<file path="src/rtl/wdog_pkg.sv">
package wdog_pkg;
  localparam int ADDR_W     = 4;
  localparam int DATA_W     = 8;
  localparam int KICK_BIT   = 7;
  localparam int MAX_PERIOD = 2500;

  localparam logic [ADDR_W-1:0] A_WDOG = 4'b1101;
  localparam logic [ADDR_W-1:0] A_NOP  = 4'b0110;
  localparam logic [ADDR_W-1:0] A_OSD  = 4'b0101;
  localparam logic [ADDR_W-1:0] A_PROT = 4'b1110;
  localparam logic [2:0]        A_DIN_LO  = 3'b100;
  localparam logic [2:0]        A_TEST_LO = 3'b111;

  typedef enum logic [2:0] {
    CMD_NONE, CMD_WDOG, CMD_NOP, CMD_OSD, CMD_PROT, CMD_DIN, CMD_TEST
  } cmd_e;

  // code order is not monotonic in period
  function automatic int unsigned period_units(logic [1:0] sel);
    case (sel)
      2'b00:   return 620;
      2'b01:   return 310;
      2'b10:   return 2500;
      default: return 1250;
    endcase
  endfunction
endpackage

</file>
<file path="src/rtl/wdog_cmd_decode.sv">
module wdog_cmd_decode
  import wdog_pkg::*;
(
  input  logic              clk_i,
  input  logic              rst_ni,
  input  logic              valid_i,
  input  logic [ADDR_W-1:0] addr_i,
  input  logic              kick_bit_i,
  output cmd_e              cmd_o,
  output logic              kick_o
);
  logic prev_q;

  always_comb begin
    cmd_o = CMD_NONE;
    if      (addr_i == A_WDOG)      cmd_o = CMD_WDOG;
    else if (addr_i == A_NOP)       cmd_o = CMD_NOP;
    else if (addr_i == A_OSD)       cmd_o = CMD_OSD;
    else if (addr_i == A_PROT)      cmd_o = CMD_PROT;
    else if (addr_i[2:0] == A_DIN_LO)  cmd_o = CMD_DIN;
    else if (addr_i[2:0] == A_TEST_LO) cmd_o = CMD_TEST;
  end

  assign kick_o = valid_i && (kick_bit_i != prev_q);

  always_ff @(posedge clk_i or negedge rst_ni) begin
    if (!rst_ni)      prev_q <= 1'b0;
    else if (valid_i) prev_q <= kick_bit_i;
  end
endmodule

</file>
<file path="src/rtl/wdog_cfg.sv">
module wdog_cfg
  import wdog_pkg::*;
(
  input  logic       clk_i,
  input  logic       rst_ni,
  input  logic       valid_i,
  input  cmd_e       cmd_i,
  input  logic       kick_i,
  input  logic [1:0] sel_bits_i,
  input  logic [1:0] prot_bits_i,
  output logic [1:0] act_sel_o,
  output logic       uv_dis_o,
  output logic       ov_dis_o
);
  logic [1:0] pend_q;
  logic       sel_wr;

  assign sel_wr = valid_i && (cmd_i == CMD_WDOG);

  always_ff @(posedge clk_i or negedge rst_ni) begin
    if (!rst_ni) begin
      pend_q    <= 2'b00;
      act_sel_o <= 2'b00;
    end else begin
      if (sel_wr) pend_q <= sel_bits_i;
      // new period only at a restart; same-word write wins
      if (kick_i) act_sel_o <= sel_wr ? sel_bits_i : pend_q;
    end
  end

  always_ff @(posedge clk_i or negedge rst_ni) begin
    if (!rst_ni) begin
      uv_dis_o <= 1'b0;
      ov_dis_o <= 1'b0;
    end else if (valid_i && cmd_i == CMD_PROT) begin
      uv_dis_o <= prot_bits_i[0];
      ov_dis_o <= prot_bits_i[1];
    end
  end
endmodule

</file>
<file path="src/rtl/wdog_timer.sv">
module wdog_timer
  import wdog_pkg::*;
#(
  parameter int PRESCALE = 50000
) (
  input  logic       clk_i,
  input  logic       rst_ni,
  input  logic       restart_i,
  input  logic [1:0] sel_i,
  output logic       timeout_o
);
  localparam int UNIT_W = $clog2(MAX_PERIOD);

  logic              unit_tick;
  logic [UNIT_W-1:0] unit_q;
  logic [UNIT_W-1:0] limit;

  generate
    if (PRESCALE > 1) begin : g_pre
      localparam int PRE_W = $clog2(PRESCALE);
      logic [PRE_W-1:0] pre_q;
      logic             pre_last;
      assign pre_last  = (pre_q == PRE_W'(PRESCALE - 1));
      assign unit_tick = pre_last && !timeout_o;
      always_ff @(posedge clk_i or negedge rst_ni) begin
        if (!rst_ni)                     pre_q <= '0;
        else if (restart_i || timeout_o) pre_q <= '0;
        else if (pre_last)               pre_q <= '0;
        else                             pre_q <= pre_q + 1'b1;
      end
    end else begin : g_nopre
      assign unit_tick = !timeout_o;
    end
  endgenerate

  assign limit = UNIT_W'(period_units(sel_i) - 1);

  always_ff @(posedge clk_i or negedge rst_ni) begin
    if (!rst_ni) begin
      unit_q    <= '0;
      timeout_o <= 1'b0;
    end else if (restart_i) begin
      unit_q    <= '0;
      timeout_o <= 1'b0;
    end else if (unit_tick) begin
      if (unit_q == limit) begin
        unit_q    <= '0;
        timeout_o <= 1'b1;
      end else begin
        unit_q <= unit_q + 1'b1;
      end
    end
  end
endmodule

</file>
<file path="src/rtl/wdog_serial_ctl.sv">
module wdog_serial_ctl
  import wdog_pkg::*;
#(
  parameter int PRESCALE = 50000
) (
  input  logic       clk_i,
  input  logic       rst_ni,
  input  logic       word_valid_i,
  input  logic [3:0] word_addr_i,
  input  logic [7:0] word_data_i,
  input  logic       uv_fault_i,
  input  logic       ov_fault_i,
  output logic       timeout_o,
  output logic [1:0] act_sel_o,
  output logic       uv_dis_o,
  output logic       ov_dis_o,
  output logic       uv_flag_o,
  output logic       ov_flag_o
);
  cmd_e cmd;
  logic kick;
  logic unused_data;

  assign unused_data = ^word_data_i[6:2];

  wdog_cmd_decode u_dec (
    .clk_i      (clk_i),
    .rst_ni     (rst_ni),
    .valid_i    (word_valid_i),
    .addr_i     (word_addr_i),
    .kick_bit_i (word_data_i[KICK_BIT]),
    .cmd_o      (cmd),
    .kick_o     (kick)
  );

  wdog_cfg u_cfg (
    .clk_i       (clk_i),
    .rst_ni      (rst_ni),
    .valid_i     (word_valid_i),
    .cmd_i       (cmd),
    .kick_i      (kick),
    .sel_bits_i  (word_data_i[1:0]),
    .prot_bits_i (word_data_i[1:0]),
    .act_sel_o   (act_sel_o),
    .uv_dis_o    (uv_dis_o),
    .ov_dis_o    (ov_dis_o)
  );

  wdog_timer #(.PRESCALE(PRESCALE)) u_tmr (
    .clk_i     (clk_i),
    .rst_ni    (rst_ni),
    .restart_i (kick),
    .sel_i     (act_sel_o),
    .timeout_o (timeout_o)
  );

  assign uv_flag_o = uv_fault_i && !uv_dis_o;
  assign ov_flag_o = ov_fault_i && !ov_dis_o;
endmodule

</file>
<file path="config.mk">
export PLATFORM = sky130hd
export DESIGN_NAME = wdog_serial_ctl
export DESIGN_NICKNAME = d
export VERILOG_FILES = /design/src/rtl/wdog_pkg.sv /design/src/rtl/wdog_cmd_decode.sv /design/src/rtl/wdog_cfg.sv /design/src/rtl/wdog_timer.sv /design/src/rtl/wdog_serial_ctl.sv
export SDC_FILE = /design/constraint.sdc
export NUM_CORES = 1
export LEC_CHECK = 0
export ABC_AREA = 1
export BUFFER_PORTS_ARGS = -buffer_cell sky130_fd_sc_hd__buf_2
export CORE_MARGIN = 10
export CORE_UTILIZATION = 25
export DETAILED_ROUTE_END_ITERATION = 16
export GPL_ROUTABILITY_DRIVEN = 0
export PLACE_DENSITY_LB_ADDON = 0.25
export SLEW_MARGIN = 5
export SYNTH_ARGS = -nofsm -noshare
export SYNTH_HDL_FRONTEND = slang
export SYNTH_HIERARCHICAL = 1
export SYNTH_SLANG_ARGS = --single-unit
</file>
<file path="constraint.sdc">
create_clock -name clk_i -period 1.7 [get_ports clk_i]
set_input_delay 0.085 -clock clk_i [delete_from_list [all_inputs] [get_ports clk_i]]
set_output_delay 0.085 -clock clk_i [all_outputs]
set_load 0.1 [all_outputs]
</file>
After elaboration in Yosys (flattened, before gate mapping)
Index checks and enable logic that the tools add are counted.
{"block": "op_classes", "n_bitwise": 0, "reduce_logical": 14, "n_addsub": 3, "div": 0, "n_lt_le_gt_ge": 0, "shift": 0, "n_mul": 0, "mux": 16, "eq_ne": 13}
{"operator": "2-to-1 mux 12 bit", "count": 3}
{"operator": "case mux 12 bit (3 select lines)", "count": 1}
{"operator": "2-to-1 mux 16 bit", "count": 2}
{"operator": "2-to-1 mux 3 bit", "count": 6}
{"operator": "adder 16 x 1 -> 16 bit, second input constant", "count": 1}
{"operator": "equality test 16 bit, second input constant", "count": 1}
{"operator": "adder 12 x 1 -> 12 bit, second input constant", "count": 1}
{"operator": "equality test 12 bit", "count": 1}
{"operator": "subtractor 12 x 1 -> 12 bit, second input constant", "count": 1}
{"operator": "equality test 3 bit, second input constant", "count": 3}
{"operator": "equality test 4 x 3 -> 1 bit, second input constant", "count": 2}
{"operator": "equality test 4 bit, second input constant", "count": 2}
{"operator": "logical AND 1 bit", "count": 6}
{"operator": "nonzero test 2 bit", "count": 2}
{"operator": "equality test 3 x 1 -> 1 bit, second input constant", "count": 1}
{"operator": "logical NOT 1 bit", "count": 3}
{"operator": "2-to-1 mux 1 bit", "count": 3}
{"operator": "equality test 2 x 1 -> 1 bit, second input constant", "count": 1}
{"operator": "equality test 2 bit, second input constant", "count": 1}
{"operator": "logical NOT 2 bit", "count": 1}
{"operator": "2-to-1 mux 2 bit", "count": 1}
{"operator": "AND reduction 2 bit", "count": 1}
{"operator": "logical OR 1 bit", "count": 1}
{"operator": "!= test 1 bit", "count": 1}
{"block": "word_totals", "reg_bits": 36, "rom_bits": 0, "mem_bits_rw": 0, "n_memories": 0, "latchBits": 0, "input_bits": 17}

Depth between registers and ports, before layout
{"block": "logic_depth", "word_depth": 10, "depth_mapped": 12}

By module
Netlist, hierarchy kept.
{"module": "wdog_timer", "cells_each": 297, "seq_area_each_um2": 725.7, "area_per_inst_um2": 2029.4, "n_inst": 1}
{"module": "wdog_cfg", "cells_each": 35, "seq_area_each_um2": 150.1, "area_per_inst_um2": 282.8, "n_inst": 1}
{"module": "wdog_cmd_decode", "cells_each": 22, "seq_area_each_um2": 25.0, "area_per_inst_um2": 106.4, "n_inst": 1}
{"module": "wdog_serial_ctl", "cells_each": 4, "seq_area_each_um2": 0.0, "area_per_inst_um2": 20.0, "n_inst": 1}

Least setup slack after synthesis
OpenSTA, ideal clock, no wires.
{"block": "synth_timing", "path_kind": "register -> register", "from": "reg u_cfg.act_sel_o[0]", "to": "reg u_tmr.unit_q[9]", "setup_ns": 0.118, "path_stages_with_launch": 12, "synth_period_minus_slack_ns": 2.280, "t_arrival_ns": 2.162, "setup_slack_ns": -0.580, "required_ns": 1.582, "path_cell_list": "dfrtp_1 inv_1 ha_1 nand2_1 nand2_1 nor2_1 nand2_1 nor2_1 nand2_1 buf_6 nand4_1 nand2_1"}
{"block": "synth_via", "elab_chain_cells": 7, "elab_cells_between_ends": 9, "cone_classes": "add/sub: 1; eq/ne: 3; mux: 4; reduce/logical: 1"}
{"item": "start, declared", "line_no": "wdog_cfg.sv:11", "text": "output logic [1:0] act_sel_o,"}
{"item": "start signal, assigned", "line_no": "wdog_cfg.sv:27", "text": "if (kick_i) act_sel_o <= sel_wr ? sel_bits_i : pend_q;"}
{"item": "equality test 2 bit (tied with other cells)", "line_no": "wdog_pkg.sv:20", "text": "case (sel)"}
{"item": "case mux 12 bit (3 select lines) *", "line_no": "wdog_pkg.sv:20"}
{"item": "subtractor 12 x 1 -> 12 bit *", "line_no": "wdog_timer.sv:36", "text": "assign limit = UNIT_W'(period_units(sel_i) - 1);"}
{"item": "equality test 12 bit *", "line_no": "wdog_timer.sv:46", "text": "if (unit_q == limit) begin"}
{"item": "2-to-1 mux 12 bit *", "line_no": "wdog_timer.sv:46"}
{"item": "2-to-1 mux 12 bit *", "line_no": "wdog_timer.sv:45", "text": "end else if (unit_tick) begin"}
{"item": "2-to-1 mux 12 bit *", "line_no": "wdog_timer.sv:42", "text": "end else if (restart_i) begin"}
{"item": "end signal, assigned", "line_no": "wdog_timer.sv:50", "text": "unit_q <= unit_q + 1'b1;"}
{"item": "end, declared", "line_no": "wdog_timer.sv:15", "text": "logic [UNIT_W-1:0] unit_q;"}
Every way passes the cells marked *; elsewhere a longest branch is shown, timed or not. The select of a mux whose other input is x is not followed.
A chain may end at the register's enable or synchronous reset.

Final worst setup path
{"block": "layout_timing", "from": "reg u_cfg.act_sel_o[1]", "to": "reg u_tmr.unit_q[4]"}
The elaborated chain is that of the path after synthesis.

==> impl_results.md <==
* Status: completed
* Max cap viols at 0
* Post-detail-place hpwl at 4150 um
* Commonest cells after routing, fill and taps aside: nand2_1 (107), inv_1 (48), nor2_1 (46)
* Worst Clk Skew at around 6.0 ps
* Routed vias/inst at approximately 4.2
* Fill cells at ~1,000
* Min-Delay Path Depth at 3
* Ant. Diodes at 0
* Starting DRC count in detailed routing at just over 90
* Highest Clock Rate at roughly 590 MHz
* First-pass GRT wire length at between 9000 and 10,000 um
* Commonest non-fill, non-tap cell in the layout: nand2_1
* Die height at between 100 and 150 um
* Vias at roughly 2,100
* Area post-placement at between 2000 and 3000 um2
* Final total power at about 2700 uW
* Nets@finish at between 400 and 500
* Die footprint at about 14,000 um2
* Crit. End Element: register
* Final Core Density at 31.3%
* Die width at 119 um
* FP Rows at 35
* Final min period at approximately 1700 ps
* Remaining antenna violation count at 0
* Worst path required time at roughly 1900 ps
* 1st-pass router iterations at 4
* Final hold slack at around 35 ps
* Reg clk slew, reported paths at around 70 ps
* CTS root buffer: clkbuf_8
* Synth unique cells at 31
* DRT Wirelength at 5300 um
* Overflow left after global routing at 0
* Synth warn at 6
* Share of post-route cells with drive strength above 1 at roughly 20%
* Final setup viols at 0
* HP Class: input pin to register
* CP arrival at roughly 1900 ps
* Seq/Total Area, Yosys at 36.9%
* Clk buf depth at 2
* CTS tree: done
* Relative slew slack at roughly two thirds
* Total track usage at 7.75%
* Average wire per standard cell at 10.3 um
* Port Buffers at 18
* Critical path class: register to register
* Critical Path Start: u_cfg/act_sel_o[1]
* # IOs at 24
* Actual slew at the worst max-slew pin at 495 ps
* Avg Inst Size Synth at ~6.8 um2
* Worst vdd ir at approximately 0.0004 V
* Skew-Pair Late Insertion Delay at around 280 ps
* Core Box Area at ~9400 um2
* Register-to-Register Path Depth at 11
* Crit Path Max Fanout at 6
* Setup ws final at roughly 10 ps
* Syn nets at 384
* Count of state elements after synthesis at 36
* Drt drc at 0
* Pwr/cell area at around 920 nW/um2
* Non-Filler Cell Area, Final at between 2000 and 3000 um2
* Area grow syn2layout at 20.2%
* Worst hold start: word_data_i[7]
* TritonCTS buffer count at 5
* Synthesized area at between 2000 and 2500 um2
* Initial antenna violation count at 0
* Worst r2r src: u_cfg/act_sel_o[1]
* Sink Count at 36
* CP Launch Type: register
* H-Tree Level Count at 2
* Initial core utilization at a little over a quarter
* RSZ-0062 raised after global routing: true
* Post-synthesis instance total at between 300 and 400
* Final worst-path cycle share at 99.4%
* Pleak at about 0.0015 uW
* Vias in the first global route at about 2,000
* Hold Vio Cnt, Final at 0
* Pre-CTS WS at between 9 and 10 ps
* Largest net degree at the start of global routing at 23
* Max-slew violation count at 0
==> cells by family (layout without fill, tap and decap cells) <==
family | count (synthesis) | count (layout) | synth area share (%)
AO/OA/AOI/OAI | 21 | 21 | 5.18
buffers and inverters | 73 | 102 | 12.9
XOR/XNOR | 8 | 8 | 2.87
flip-flops | 36 | 36 | 36.9
adder cells (fa/ha/maj) | 9 | 9 | 4.62
AND/OR/NAND/NOR | 211 | 211 | 37.5
==> routing by layer <==
metal	up-vias	wire (um)	GRT usage [%]
li1	1148	-	-
met1	976	2670	10.0
met2	19	2400	12.2
met3	5	175	1.86
met4	0	54	2.82
met5	-	0	0
==> flip-flops by register name (all words and copies together), names as in the netlist <==
signal and count:
u_tmr/unit_q 12, u_cfg/act_sel_o 2, u_dec/prev_q 1, u_cfg/ov_dis_o 1, u_cfg/uv_dis_o 1, u_tmr/g_pre.pre_q 16
u_tmr/timeout_o 1, u_cfg/pend_q 2
==> metrics by stage <==
stage / std cells / setup TNS (ps)
after floorplan: 358 / -137
after global placement: 505 / 0
after detailed placement: 505 / 0
after CTS: 515 / 0
after global routing: 516 / -1150
final: 516 / 0
==> synthesized netlist by cell type, drive strengths merged <==
master      n  area (um2)
nand2     113         434
inv        62         233
dfrtp      36         901
nor3        5        25.0
a211oi      1        7.51
o21bai      1        7.51
nand3      19         105
a21oi       5        36.3
xnor2       2        17.5
and3        1        6.26
clkinvlp    2        10.0
clkinv      2        7.51
ha          9         113
xor2        6        52.6
clkbuf      1        7.51
buf         6        56.3
a31oi       1        6.26
o21ai      12        60.1
nand4      15        93.8
nor2       56         238
a41oi       1        8.76
and2        2        12.5
==> worst max-delay path, cell delays in order (launching register included) <==
cell and delay (ps):
dfrtp_4 540, buf_4 160, ha_4 160, nor2_1 80, nand2_1 50, nand2_1 60
nand2_1 40, nor2_1 110, nand2_1 100, buf_6 150, nand4_1 70, nand2_1 60
==> layout make-up <==
| class | instances | area [um2] | share of cell area, % |
|---|---|---|---|
| Clock buffer | 8 | 100 | 3.42 |
| Inverter | 66 | 260 | 8.88 |
| Sequential cell | 36 | 910 | 31.0 |
| Multi-Input combinational cell | 249 | 1310 | 44.7 |
| Tap cell | 129 | 161 | 5.51 |
| Timing Repair Buffer | 28 | 188 | 6.40 |
==> timing repair <==
action | CTS | global route
pin swaps | 0 | 13
buffers inserted | 1 | 1
hold buffers | 1 | 0
endpoints found under the setup margin | 1 | 12
gates resized for setup | 0 | 16
hold endpoints to repair | 14 | 0
==> where the power goes <==
| part | internal [uW] | switching, uW |
|---|---|---|
| clock | 370 | 303 |
| sequential | 972 | 143 |
| combinational | 321 | 594 |
==> path summary, 6_finish.rpt <==
kind / to / slack (ps)
setup / recovery: u_tmr/unit_q[4] / 10
hold / removal: u_dec/prev_q / 30
setup reg to reg: u_tmr/unit_q[4] / 10
hold reg to reg: u_tmr/g_pre.pre_q[0] / 450
max in group asynchronous: u_tmr/timeout_o / 990
min in group asynchronous: u_tmr/unit_q[7] / 250
Note: power is estimated with default switching activity, not from simulation.
